===== src/rtl/bds_pkg.sv =====
package bds_pkg;
  localparam int NUM_CLASS = 4;
  // category slot order used across the block
  localparam int CLS_BT = 0; // backward, taken
  localparam int CLS_BN = 1; // backward, not taken
  localparam int CLS_FT = 2; // forward, taken
  localparam int CLS_FN = 3; // forward, not taken

  function automatic logic [NUM_CLASS-1:0] class_onehot(input logic bwd, input logic taken);
    logic [NUM_CLASS-1:0] v;
    v = '0;
    if (bwd) begin
      if (taken) v[CLS_BT] = 1'b1;
      else       v[CLS_BN] = 1'b1;
    end else begin
      if (taken) v[CLS_FT] = 1'b1;
      else       v[CLS_FN] = 1'b1;
    end
    return v;
  endfunction
endpackage


===== src/rtl/bds_classify.sv =====
module bds_classify
  import bds_pkg::*;
#(
  parameter int DISP_W = 32
) (
  input  logic                 clk,
  input  logic                 rst,
  input  logic                 valid_i,
  input  logic [DISP_W-1:0]    disp_i,
  input  logic                 taken_i,
  output logic [NUM_CLASS-1:0] hit_o
);
  logic                 is_bwd;
  logic [NUM_CLASS-1:0] hit_d;

  always_comb begin
    is_bwd = ($signed(disp_i) < 0);
    hit_d  = valid_i ? class_onehot(is_bwd, taken_i) : '0;
  end

  always_ff @(posedge clk) begin
    if (rst) hit_o <= '0;
    else     hit_o <= hit_d;
  end


  sign_class_chk: assert property (@(posedge clk) disable iff (rst)
    (valid_i && disp_i[DISP_W-1]) |=> (hit_o[CLS_BT] || hit_o[CLS_BN]));


  taken_class_chk: assert property (@(posedge clk) disable iff (rst)
    (valid_i && taken_i) |=> (hit_o[CLS_BT] || hit_o[CLS_FT]));


  idle_ignored_chk: assert property (@(posedge clk) disable iff (rst)
    !valid_i |=> (hit_o == '0));
endmodule


===== src/rtl/bds_counter_bank.sv =====
module bds_counter_bank
  import bds_pkg::*;
#(
  parameter int CNT_W = 32
) (
  input  logic                            clk,
  input  logic                            rst,
  input  logic [NUM_CLASS-1:0]            hit_i,
  input  logic                            clr_i,
  output logic [NUM_CLASS-1:0][CNT_W-1:0] fin_o
);
  logic [NUM_CLASS-1:0][CNT_W-1:0] cnt_q;

  for (genvar g = 0; g < NUM_CLASS; g++) begin : g_cnt
    // running total including the event currently being applied
    assign fin_o[g] = cnt_q[g] + CNT_W'(hit_i[g]);

    always_ff @(posedge clk) begin
      if (rst || clr_i)  cnt_q[g] <= '0;
      else if (hit_i[g]) cnt_q[g] <= fin_o[g];
    end
  end


  one_category_chk: assert property (@(posedge clk) disable iff (rst)
    $onehot0(hit_i));
endmodule


===== src/rtl/bds_window.sv =====
module bds_window #(
  parameter int WINDOW_LIMIT = 10_000_000
) (
  input  logic clk,
  input  logic rst,
  input  logic ev_i,
  output logic wrap_o
);
  localparam int WIN_W = (WINDOW_LIMIT < 1) ? 1 : $clog2(WINDOW_LIMIT + 1);
  localparam logic [WIN_W-1:0] LIM_V = WIN_W'(WINDOW_LIMIT);

  logic [WIN_W-1:0] win_q;

  assign wrap_o = ev_i && (win_q == LIM_V);

  always_ff @(posedge clk) begin
    if (rst || wrap_o) win_q <= '0;
    else if (ev_i)     win_q <= win_q + WIN_W'(1);
  end


  window_bound_chk: assert property (@(posedge clk) disable iff (rst)
    win_q <= LIM_V);
endmodule


===== src/rtl/bds_branch_stats.sv =====
module bds_branch_stats
  import bds_pkg::*;
#(
  parameter int DISP_W       = 32,
  parameter int CNT_W        = 32,
  parameter int WINDOW_LIMIT = 10_000_000
) (
  input  logic              clk,
  input  logic              rst,
  input  logic              ev_valid_i,
  input  logic [DISP_W-1:0] ev_disp_i,
  input  logic              ev_taken_i,
  output logic              report_o,
  output logic [CNT_W-1:0]  bwd_taken_o,
  output logic [CNT_W-1:0]  bwd_not_taken_o,
  output logic [CNT_W-1:0]  fwd_taken_o,
  output logic [CNT_W-1:0]  fwd_not_taken_o
);
  logic [NUM_CLASS-1:0]            hit;
  logic                            any_hit;
  logic                            wrap;
  logic [NUM_CLASS-1:0][CNT_W-1:0] fin;
  logic [NUM_CLASS-1:0][CNT_W-1:0] snap_q;

  bds_classify #(.DISP_W(DISP_W)) u_cls (
    .clk     (clk),
    .rst     (rst),
    .valid_i (ev_valid_i),
    .disp_i  (ev_disp_i),
    .taken_i (ev_taken_i),
    .hit_o   (hit)
  );

  assign any_hit = |hit;

  bds_window #(.WINDOW_LIMIT(WINDOW_LIMIT)) u_win (
    .clk    (clk),
    .rst    (rst),
    .ev_i   (any_hit),
    .wrap_o (wrap)
  );

  bds_counter_bank #(.CNT_W(CNT_W)) u_bank (
    .clk   (clk),
    .rst   (rst),
    .hit_i (hit),
    .clr_i (wrap),
    .fin_o (fin)
  );

  for (genvar g = 0; g < NUM_CLASS; g++) begin : g_snap
    always_ff @(posedge clk) begin
      if (rst)       snap_q[g] <= '0;
      else if (wrap) snap_q[g] <= fin[g];
    end
  end

  always_ff @(posedge clk) begin
    if (rst) report_o <= 1'b0;
    else     report_o <= wrap;
  end

  assign bwd_taken_o     = snap_q[CLS_BT];
  assign bwd_not_taken_o = snap_q[CLS_BN];
  assign fwd_taken_o     = snap_q[CLS_FT];
  assign fwd_not_taken_o = snap_q[CLS_FN];


  report_pulse_chk: assert property (@(posedge clk) disable iff (rst)
    report_o |=> !report_o);


  snapshot_hold_chk: assert property (@(posedge clk) disable iff (rst)
    !report_o |-> ($stable(bwd_taken_o) && $stable(bwd_not_taken_o) &&
                   $stable(fwd_taken_o) && $stable(fwd_not_taken_o)));
endmodule


===== config.mk =====
export PLATFORM = sky130hd
export DESIGN_NAME = bds_branch_stats
export DESIGN_NICKNAME = d
export VERILOG_FILES = /design/src/rtl/bds_pkg.sv /design/src/rtl/bds_classify.sv /design/src/rtl/bds_counter_bank.sv /design/src/rtl/bds_window.sv /design/src/rtl/bds_branch_stats.sv
export SDC_FILE = /design/constraint.sdc
export NUM_CORES = 1
export LEC_CHECK = 0
export ABC_AREA = 1
export BUFFER_PORTS_ARGS = -buffer_cell sky130_fd_sc_hd__buf_2
export CORE_MARGIN = 4
export CORE_UTILIZATION = 25
export DETAILED_ROUTE_END_ITERATION = 6
export PLACE_DENSITY_LB_ADDON = 0.2
export SYNTH_ARGS = -nofsm -noshare
export SYNTH_HDL_FRONTEND = slang
export SYNTH_SLANG_ARGS = --single-unit

===== constraint.sdc =====
create_clock -name clk -period 5.4 [get_ports clk]
set_input_delay 0.27 -clock clk [delete_from_list [all_inputs] [get_ports clk]]
set_output_delay 0.27 -clock clk [all_outputs]
set_load 0.005 [all_outputs]

# == Word level (Yosys, flattened, before mapping) ==
# Index checks and enable logic that the tools add are counted.
# Widths: inputs -> output; s select.
# totals
ff_bits,285
latchBits,0
mem_bits_rw,0
rom_bits,0
in_bits,36
out_inout_bits,129
mem_count,0
# classes
addsub,5
multipliers,0
div,0
magnitude_cmp,1
n_eq_ne,1
shifts,0
muxes,2
n_bitwise,2
n_reduce_logical,5
# ops
op,n
$add 32x1->32,4
$lt 32x1->1 const B,1
$add 24x1->24 const B,1
$eq 24x24->1 const B,1
$reduce_or 3->1,2
$reduce_or 4->1,1
$mux 1,2
$not 1->1,2
$logic_and 1x1->1,1
$logic_or 1x1->1,1

# == Longest topological paths before layout ==
# Gate-level depths: netlist of the first run.
# logic_depth
ltp_word,3
ltp_mapped,13
ltp_nobuf,11

# == Modules after synthesis ==
# From an unflattened synthesis of the first run, not the netlist that was laid out.
# unflattened
cells_unflattened,2565
area_unflattened_um2,15651.3
# modules_own_cells
module,n_inst,cells_per_inst,area_per_inst_um2,seq_area_each_um2
bds_counter_bank,1,1519,8750.9,2562.5
bds_branch_stats,1,818,5385.2,2582.5
bds_window,1,215,1398.8,480.5
bds_classify,1,13,116.4,80.1

# == Worst setup path after synthesis of the first run ==
# Ideal clock, no wire load.
# synth_timing
path_kind,register -> register
start,register u_cls.hit_o[0]
end,register u_bank.cnt_q[20] in the netlist's numbering
t_arrival_ps,1665
required_time_ps,5291
path_slack_ps,3626
stages_incl_launch_ff,12
period_less_slack_ps,1774
path_cell_list,dfxtp_1 > ha_1 > ha_1 > nand2_1 > nor2_1 > nand2_1 > nor2_1 > nand2_1 > nand2_1 > nand3_1 > nand2_1 > inv_1
# synth_between
elab_chain_len,3
# synth_rtl
element,line_no,source
from (decl),bds_classify.sv:11,output logic [NUM_CLASS-1:0] hit_o
from (signal assigned),bds_classify.sv:23,else hit_o <= hit_d;
"parallel branches: the longest is 3 deep, another holds $add 32x1->32",n/a,
"to (signal, indexed assignment)",bds_counter_bank.sv:20,else if (hit_i[g]) cnt_q[g] <= fin_o[g];
to (decl),bds_counter_bank.sv:12,logic [NUM_CLASS-1:0][CNT_W-1:0] cnt_q;
# Parallel ways; which one is timed is not known.
# A chain may end at the register's enable or synchronous reset.

# == Final worst setup path of the first run ==
# layout_timing
start,register u_cls.hit_o[2]
end,register u_bank.cnt_q[29] in the netlist's numbering
# layout_between
elab_chain_len,3
# layout_rtl
element,line_no,source
$reduce_or 4->1,bds_branch_stats.sv:34,assign any_hit = |hit;
$logic_and 1x1->1,bds_window.sv:14,assign wrap_o = ev_i && (win_q == LIM_V);
$logic_or 1x1->1,bds_counter_bank.sv:19,if (rst || clr_i) cnt_q[g] <= '0;
# No other way between the ends.

==> results of run 1 <==
kinds of logic (layout without fill, tap and decap cells):
| group | after synthesis | in the layout | synth area share |
|---|---|---|---|
| AOI/OAI and AO/OA | 89 | 89 | 0.0330 |
| xor gates and xnor gates | 50 | 50 | 0.0310 |
| adders and majority gates | 10 | 10 | 0.00886 |
| buffers and inverters | 290 | 432 | 0.0833 |
| DFF | 285 | 285 | 0.404 |
| and+or+nand+nor | 1570 | 1570 | 0.440 |
routing by layer:
| metal | track usage | vias up |
|---|---|---|
| li1 | - | 7228 |
| met1 | 0.172 | 6213 |
| met2 | 0.229 | 207 |
| met3 | 0.0265 | 57 |
| met4 | 0.0407 | 0 |
| met5 | 0 | - |
cell usage after synthesis, types with 6 or more instances:
cell and n:
nand3b_1 12, buf_2 28, nor2_2 11, a21oi_1 54
nand4_1 9, inv_1 211, nor2_1 382, clkbuf_1 27
o211ai_1 7, dfxtp_1 285, nand3_1 135, xor2_1 33
nor3_1 8, nand2_1 1004, xnor2_1 17, o21ai_0 27
inv_2 6, ha_1 10, buf_4 10
worst max-delay path, cell delays in order, from the launching register on:
cell	delay, ns
dfxtp_1	0.30
buf_4	0.38
nor2_1	0.09
nand2_1	0.36
nand2_1	0.17
nor2_4	0.16
nand2_4	0.21
nand2_4	0.38
buf_4	0.88
nor2_1	0.09
nand2_1	0.11
inv_1	0.04
worst max-delay path by stage:
stage | slack [ns] | endpoint | cells past startpoint
finish | 2.04 | u_bank.cnt_q[29] | 11
global route | 1.70 | u_bank.cnt_q[59] | 11
CTS | 1.98 | u_bank.cnt_q[29] | 11
detailed placement | 2.00 | u_bank.cnt_q[80] | 11
global placement | 2.02 | u_bank.cnt_q[27] | 11
floorplan | 3.63 | u_bank.cnt_q[20] | 11
final cells by class:
class / count / area, sq um
clock buffers: 53 / 1160
clock inverters: 11 / 111
fillers: 6321 / 38700
inverters: 220 / 833
multi-input cells: 1719 / 7240
flip-flops and latches: 285 / 5710
well taps: 748 / 936
repair buffers: 148 / 793
per-stage QoR:
step	worst slack [ns]	power (mW)	cells	util	hold slack, ns
6_report	2.04	4.88	3184	0.302	0.440
4_1_cts	1.98	5.00	3184	0.302	0.444
3_3_place_gp	2.02	2.36	3114	0.278	0.428
3_5_place_dp	2.00	2.36	3114	0.278	0.429
5_1_grt	1.70	5.10	3184	0.302	0.461
2_1_floorplan	3.63	2.32	2294	-	0.342
state kept, by name (all words and copies together) (netlist names):
signal,count
u_bank.cnt_q,128
bwd_not_taken_o,32
bwd_taken_o,32
fwd_not_taken_o,32
fwd_taken_o,32
u_win.win_q,24
u_cls.hit_o,4
report_o,1
report_power, final:
part / leakage [nW] / total (mW) / switching (mW) / internal [mW]
Clock: 0.633 / 2.56 / 0.978 / 1.59
Combinational: 4.81 / 0.161 / 0.115 / 0.0464
Sequential: 2.30 / 2.15 / 0.0268 / 2.13
==> run_results.csv, run 1 <==
group,metric,value,unit
outcome,status,"completed",
logic_synthesis,yosys_warnings,0,
worst_hold_path,worst_hold_startpoint,"fwd_taken_o[4]",
clock_network,ctsLongestPathBuffers,3,
worst_setup_path,critPathKind,"register to register",
place,io_buffers,133,
sta,min_period,3.36,ns
sta,drv_slew,0,
detailed_routing,firstDrtPassIters,5,
clock_network,cts_buffers,38,
sta,worstMarginPinSlew,1.06,ns
floorplanning,core_area,55500,sq um
detailed_routing,wl_met3,1850,um
pwr,powerDensity,291,nW/um^2
sta,finalClockSkew,0.0131,ns
global_route,grt_usage,0.134,
place,gp_congestion,0.857,
pwr,ir_worst_vdd,0.000165,V
detailed_routing,via_count,13705,
logic_synthesis,synth_top_area_frac,0.404,
pwr,p_leak,7.74,nW
logic_synthesis,synth-edff-count,0,
place,dp.final_hpwl,28600,um
finish,final_cell_mix,"nand2_1 (1004), nor2_1 (382), dfxtp_1 (285)",
global_route,grt_max_degree,85,
clock_network,ctsResizeCount,0,
logic_synthesis,synth_ff_type,"dfxtp_1",
clock_network,ctsHoldBuffers,6,
logic_synthesis,synth_area_per_cell,6.15,sq um
finish,nets,2458,
worst_setup_path,r2r_slack,2.04,ns
logic_synthesis,synthArstFlopShare,0,
clock_network,clkTransAtPathRegs,0.06,ns
worst_hold_path,holdPathEnd,"fwd_taken_o[4]",
sta,clock.fmax,297,MHz
worst_setup_path,worstSetupStartpoint,"u_cls.hit_o[2]",
logic_synthesis,syn_area,14100,sq um
run,drv_cap,0,
worst_setup_path,rr_worst_depth,11,
worst_setup_path,worstReg2RegEnd,"u_bank.cnt_q[29]",
sta,rsz0062_at_grt,"no",
floorplanning,dieHeight,246,um
clock_network,post_cts_buffers,0,
floorplanning,fp-row-count,86,
clock_network,h-tree-depth,2,
worst_setup_path,required,5.83,ns
detailed_routing,first_iter_violations,643,
floorplanning,initial_core_util,0.254,
logic_synthesis,synth_area_leaders,"dfxtp_1 (40%), nand2_1 (27%), nor2_1 (10%)",
detailed_routing,wl_met1,19400,um
logic_synthesis,synthDistinctLibCells,28,
global_route,gr-total-overflow,0,
global_route,antenna_found_initial,0,
floorplanning,pin_count,165,
detailed_routing,wl_met2,18800,um
finish,area_growth,18.8,%
worst_hold_path,holdCritPathClass,"register to register",
finish,mostFrequentLayoutCell,"nand2_1",
finish,antenna_cells,0,
detailed_routing,wl,40900,um
sta,finalHoldViolations,0,
detailed_routing,vias_per_cell,4.30,
worst_setup_path,endpoint_kind,"register",
floorplanning,die_area,60300,sq um
worst_setup_path,rr_startpoint,"u_cls.hit_o[2]",
logic_synthesis,ys_ff_latch,285,
global_route,grt_pass1_vias,13251,
detailed_routing,drc,0,
clock_network,clkLatencyLatePin,0.54,ns
logic_synthesis,synth_nets,2340,
sta,period_share,0.623,
logic_synthesis,seq_area_frac_synth,0.404,
sta,setup_viol,0,
worst_setup_path,start_kind,"register",
worst_setup_path,crit_fanout,84,
floorplanning,die_x,246,um
detailed_routing,routedWlPerCell,12.9,um
worst_hold_path,whs_path_depth,2,
clock_network,root_buffer,"clkbuf_16",
clock_network,cts_sinks,285,
detailed_routing,ant_nets,0,
detailed_routing,dr.max_layer_used,"met4",
logic_synthesis,synth_cells,2294,
worst_setup_path,worstPathArrival,3.80,ns
sta,tns,0,ns
place,placed_area,15400,sq um
finish,drive_above_1_share,0.0915,
sta,maxSlewHeadroom,0.291,
finish,final_area,16800,sq um
global_route,grt_pass1_wl,67000,um
clock_network,cts_tree,"built",
logic_synthesis,synth_top_area_cell,"dfxtp_1",
No activity file was read; power rests on OpenSTA's default activity.
==> inputs of run 2 (changes only) <==
==> constraint.sdc (replaced) <==
create_clock -name clk -period 2.89 [get_ports clk]
set_input_delay 0.1445 -clock clk [delete_from_list [all_inputs] [get_ports clk]]
set_output_delay 0.1445 -clock clk [all_outputs]
set_load 0.005 [all_outputs]
==> run 2 against run 1 <==
Clock skew rose by 0.0039 ns; wire length rose by 0.80%; final area rose by 1.1%; sequential share of layout area fell by 0.37 points; sequential power rose by 87%; clock power rose by 95%; first-iteration DRC count fell by 0.78%; register-to-register slack got worse by 1.5 ns; hold slack got worse by 0.0037 ns.
==> run_results.csv, run 2 (same netlist as run 1, synthesis figures left out) <==
group,metric,value,unit
outcome,status,"completed",
global_route,grt_pass1_wl,67100,um
sta,drv_slew,0,
finish,layout.area.seq,5710,sq um
worst_setup_path,endpoint_kind,"register",
worst_setup_path,r2r_slack,0.52,ns
run,drv_cap,0,
clock_network,h-tree-depth,2,
sta,min_period,2.37,ns
global_route,grt_usage,0.135,
sta,period_share,0.821,
floorplanning,fp-row-count,86,
sta,worstMarginPinSlew,0.751,ns
clock_network,cts_sinks,285,
clock_network,post_cts_buffers,0,
pwr,p_sw_frac,0.228,
pwr,p_switching,2.12,mW
finish,drive_above_1_share,0.0940,
place,dp.final_hpwl,29200,um
worst_setup_path,required,3.32,ns
detailed_routing,ant_nets,0,
place,io_buffers,133,
floorplanning,pin_count,165,
floorplanning,initial_core_util,0.254,
detailed_routing,via_count,13639,
finish,final_area,17000,sq um
sta,rsz0062_at_grt,"no",
finish,largest_reg_flops,128,
sta,tns,0,ns
sta,worst_slack,0.518,ns
floorplanning,die_x,246,um
place,placed_area,15600,sq um
finish,multiInputGateArea,7240,sq um
detailed_routing,routedWlPerCell,12.9,um
global_route,grt_pass1_vias,13323,
sta,maxSlewHeadroom,0.499,
clock_network,clkTransAtPathRegs,0.06,ns
sta,setup_viol,0,
clock_network,ctsLongestPathBuffers,3,
pwr,p_leak,7.82,nW
pwr,combPwrFrac,0.034,
floorplanning,core_area,55500,sq um
sta,finalHoldViolations,0,
finish,area_growth,20.2,%
finish,mostFrequentLayoutCell,"nand2_1",
global_route,grt_max_degree,109,
finish,fillers,6173,
global_route,antenna_found_initial,1,
finish,final_util,0.306,
worst_setup_path,crit_fanout,6,
finish,largest_register,"u_bank.cnt_q",
finish,final_cell_mix,"nand2_1 (1004), nor2_1 (382), dfxtp_1 (285)",
sta,clock.fmax,422,MHz
finish,nets,2464,
worst_hold_path,holdCritPathClass,"register to register",
detailed_routing,wl,41200,um
detailed_routing,drc,0,
worst_setup_path,start_kind,"register",
detailed_routing,firstDrtPassIters,5,
finish,antenna_cells,0,
floorplanning,dieHeight,246,um
pwr,p_int,7.20,mW
pwr,ir_worst_vdd,0.000365,V
worst_setup_path,critPathKind,"register to register",
floorplanning,die_area,60300,sq um
place,dp_slack,0.462,ns
detailed_routing,vias_per_cell,4.27,
clock_network,root_buffer,"clkbuf_16",
worst_setup_path,worstPathArrival,2.80,ns
clock_network,cts_tree,"built",
pwr,powerDensity,549,nW/um^2
pwr,seq_power_share,0.432,
place,gp_congestion,0.848,
sta,finalClockSkew,0.0170,ns
global_route,gr-total-overflow,0,
clock_network,cts_buffers,38,
pwr,power,9.32,mW
clock_network,clkLatencyLatePin,0.54,ns
detailed_routing,first_iter_violations,638,
pwr,clock_power_share,0.534,
[run 2: critical path, cell delays in order (launching register included)]
cell	delay, ns
dfxtp_1	0.49
ha_1	0.23
ha_1	0.19
nand2_1	0.06
nor2_1	0.26
nand2_1	0.24
nor2_1	0.38
nand2_1	0.10
nand2_1	0.10
nand2_1	0.09
nand2_1	0.07
nand2_1	0.05
[run 2: per-stage QoR]
step,cells,hold WS [ns]
CTS,3195,0.439
global route,3195,0.455
detailed placement,3119,0.344
finish,3195,0.436
floorplan,2294,0.217
global placement,3119,0.342
[run 2: what timing repair did]
action                                 4_1_cts  5_1_grt
hold buffers                                 7        0
gates resized for setup                      0        0
endpoints found under the hold margin        4        0
[run 2: final cells by class]
class / instances / area share
Tap cell: 748 / 0.0552
Clock buffer: 58 / 0.0707
Inverter: 220 / 0.0491
Timing Repair Buffer: 154 / 0.0540
Multi-Input combinational cell: 1719 / 0.427
Sequential cell: 285 / 0.336
Clock inverter: 11 / 0.00804
[run 2: path summary, 6_finish.rpt]
check / depth (start not counted) / to / startpoint
hold reg to reg: 2 / fwd_not_taken_o[5] / fwd_not_taken_o[5]
hold / removal: 2 / fwd_not_taken_o[5] / fwd_not_taken_o[5]
setup reg to reg: 11 / bwd_not_taken_o[20] / u_cls.hit_o[1]
setup / recovery: 11 / bwd_not_taken_o[20] / u_cls.hit_o[1]
[run 2: per-layer routing]
layer / share of wire / vias to the layer above / routed length [um] / GRT usage
li1: - / 7236 / - / -
met2: 0.46 / 205 / 19100 / 0.235
met1: 0.47 / 6135 / 19500 / 0.169
met5: 0.00032 / - / 13 / 0
met4: 0.022 / 2 / 890 / 0.0402
met3: 0.042 / 61 / 1750 / 0.0269
[run 2: power by group through the flow]
stage	clock (mW)	sequential [mW]	combinational, mW
after global placement	0	4.11	0.307
after detailed placement	0	4.11	0.313
after floorplan	0	4.09	0.234
after global routing	5.35	4.03	0.361
after CTS	5.22	4.03	0.321
final	4.98	4.03	0.313
==> inputs of run 3 (changes only) <==
--- a/config.mk
+++ b/config.mk
@@ -5,7 +5,7 @@
 export SDC_FILE = /design/constraint.sdc
 export NUM_CORES = 1
 export LEC_CHECK = 0
-export ABC_AREA = 1
+export ABC_AREA = 0
 export BUFFER_PORTS_ARGS = -buffer_cell sky130_fd_sc_hd__buf_2
 export CORE_MARGIN = 4
 export CORE_UTILIZATION = 25
==> constraint.sdc (replaced) <==
create_clock -name clk -period 2 [get_ports clk]
set_input_delay 0.1 -clock clk [delete_from_list [all_inputs] [get_ports clk]]
set_output_delay 0.1 -clock clk [all_outputs]
set_load 0.005 [all_outputs]
==> run 3 against run 2 <==
The run now ends with setup timing left; hold slack got worse by 0.37 ns; maximum frequency rose by 11%; final area rose by 10%; wire length fell by 0.99%; sequential share of layout area fell by 3.0 points; synthesized cell count fell by 33%; die area fell by 8.2%; combinational power rose by 68%; global-route usage fell by 0.67 points; first-iteration DRC count fell by 12%; clock power rose by 25%; critical endpoint is now fwd_taken_o[28]; highest routed layer is now met4.
==> run_results.csv, run 3 <==
group,metric,value,unit
worst_setup_path,critPathKind,"register to register",
logic_synthesis,seq_area_frac_synth,0.442,
logic_synthesis,synth_top_area_cell,"dfxtp_1",
outcome,status,"complete, but fails checks",
logic_synthesis,syn_area,12900,sq um
finish,final_util,0.365,
floorplanning,pin_count,165,
pwr,p_leak,6.85,nW
logic_synthesis,synth-edff-count,0,
clock_network,cts_buffers,36,
logic_synthesis,yosys_warnings,0,
worst_setup_path,r2r_slack,-0.14,ns
clock_network,clkTransAtPathRegs,0.06,ns
global_route,grt_pass1_vias,10981,
sta,min_period,2.14,ns
detailed_routing,drc,0,
finish,nets,1873,
detailed_routing,via_count,11637,
floorplanning,initial_core_util,0.252,
run,drv_cap,0,
global_route,grt_pass1_wl,59300,um
finish,area_growth,44.4,%
finish,largest_reg_flops,128,
logic_synthesis,ys_ff_latch,285,
sta,setup_viol,278,
finish,layout.area.seq,5720,sq um
floorplanning,fp-row-count,83,
sta,maxSlewHeadroom,0.654,
detailed_routing,firstDrtPassIters,5,
sta,period_share,1.07,
place,io_buffers,133,
finish,antenna_cells,0,
detailed_routing,first_iter_violations,563,
place,dp.final_hpwl,25200,um
worst_setup_path,start_kind,"register",
clock_network,clkLatencyLatePin,0.54,ns
finish,largest_register,"u_bank.cnt_q",
clock_network,cts_sinks,285,
sta,clock.fmax,468,MHz
clock_network,h-tree-depth,2,
logic_synthesis,synth_area_leaders,"dfxtp_1 (44%), xor2_1 (11%), xnor2_1 (5.8%)",
finish,fillers,5232,
logic_synthesis,synth_nets,1585,
finish,multiInputGateArea,7710,sq um
logic_synthesis,yosysMostFrequentCell,"dfxtp_1",
detailed_routing,routedWlPerCell,16.1,um
detailed_routing,ant_nets,0,
sta,finalHoldViolations,0,
place,gp_congestion,0.764,
logic_synthesis,synthArstFlopShare,0,
worst_setup_path,crit_fanout,11,
floorplanning,die_x,235,um
sta,rsz0062_at_grt,"yes",
clock_network,ctsLongestPathBuffers,3,
pwr,ir_worst_vdd,0.000397,V
place,placed_area,15500,sq um
sta,drv_slew,0,
detailed_routing,wl,40800,um
finish,drive_above_1_share,0.331,
floorplanning,die_area,55400,sq um
sta,tns,-21.71,ns
detailed_routing,vias_per_cell,4.60,
finish,final_area,18700,sq um
global_route,gr-total-overflow,0,
floorplanning,core_area,51200,sq um
sta,finalClockSkew,0.0167,ns
floorplanning,dieHeight,235,um
logic_synthesis,synth_area_per_cell,8.40,sq um
sta,worstMarginPinSlew,0.517,ns
finish,final_cell_mix,"dfxtp_1 (277), buf_4 (164), xor2_1 (154)",
logic_synthesis,synth_cells,1539,
sta,worst_slack,-0.136,ns
finish,mostFrequentLayoutCell,"dfxtp_1",
clock_network,cts_tree,"built",
global_route,grt_usage,0.128,
sta,hold_slack,0.0703,ns
logic_synthesis,synth_top_area_frac,0.442,
outcome,violations,"setup timing",
logic_synthesis,ys_top_cells_by_count,"dfxtp_1 (285), nand2_1 (195), nor2_1 (162), xor2_1 (156), o21ai_0 (124)",
clock_network,root_buffer,"clkbuf_16",
pwr,powerDensity,668,nW/um^2
global_route,grt_max_degree,50,
worst_hold_path,holdCritPathClass,"primary input to register",
worst_setup_path,endpoint_kind,"register",
worst_setup_path,required,2.43,ns
logic_synthesis,synthDistinctLibCells,43,
worst_setup_path,worstPathArrival,2.56,ns
global_route,antenna_found_initial,1,
logic_synthesis,synth_ff_type,"dfxtp_1",
run 3: changes by cell type after synthesis, moves of 68 or more:
cell,previous run,this run
inv_1,211,13
xor2_1,33,156
xnor2_1,17,85
nand2_1,1004,195
nand4_1,9,95
o21ai_0,27,124
nor2_1,382,162
run 3: final timing paths:
path | to | startpoint | cells after the start
max | fwd_taken_o[28] | u_win.win_q[23] | 8
min | u_cls.hit_o[3] | ev_valid_i | 3
max reg2reg | fwd_taken_o[28] | u_win.win_q[23] | 8
min reg2reg | fwd_taken_o[7] | fwd_taken_o[7] | 2
run 3: power breakdown:
group | switching, mW | internal (mW) | total (mW)
Clock | 2.47 | 3.77 | 6.24
Combinational | 0.288 | 0.239 | 0.527
Sequential | 0.00506 | 5.69 | 5.69
Total | 2.76 | 9.70 | 12.5
run 3: layout make-up:
cell class,instances,share of cell area
tap,680,0.0456
timing repair buffer,363,0.172
clock buffer,55,0.0570
inverter,14,0.00282
multi-input combinational,1127,0.413
sequential,285,0.306
clock inverter,6,0.00322
run 3: what timing repair did:
| action | CTS | global route |
|---|---|---|
| pin swaps | 30 | 116 |
| endpoints found under the setup margin | 275 | 279 |
| hold buffers | 4 | 0 |
| resized for setup | 32 | 371 |
| buffers inserted | 8 | 9 |
| hold endpoints to repair | 4 | 0 |
| gates cloned | 6 | 25 |
run 3: metal layers:
| layer | share of wire | global-route usage |
|---|---|---|
| met3 | 0.046 | 0.0308 |
| met4 | 0.018 | 0.0322 |
| met1 | 0.46 | 0.167 |
| met5 | 0 | 0 |
| met2 | 0.48 | 0.215 |
run 3: stage by stage:
step	setup WS, ns	power, mW	instances
3_5_place_dp	-0.141	6.03	2417
6_report	-0.136	12.5	2530
3_3_place_gp	-0.0968	6.03	2417
2_1_floorplan	-0.0954	5.93	1539
4_1_cts	-0.129	12.5	2496
5_1_grt	-0.202	12.9	2530
run 3: worst max-delay path: stages (launching register included):
cell	delay [ns]
dfxtp_2	0.32
or4bb_4	0.54
nor4_4	0.26
buf_4	0.18
buf_12	0.10
a21oi_4	0.09
buf_6	0.16
buf_12	0.14
a22o_1	0.22
run 3: logic make-up (layout without fill, tap and decap cells):
group / Yosys count / in the layout / share of synthesized area
AO/OA/AOI/OAI: 168 / 168 / 0.0700
adder cells (fa/ha/maj): 10 / 10 / 0.00968
multiplexers: 8 / 8 / 0.00620
flip-flops: 285 / 285 / 0.442
buffers and inverters: 127 / 438 / 0.0399
AND/OR/NAND/NOR: 700 / 700 / 0.269
XOR/XNOR: 241 / 241 / 0.163
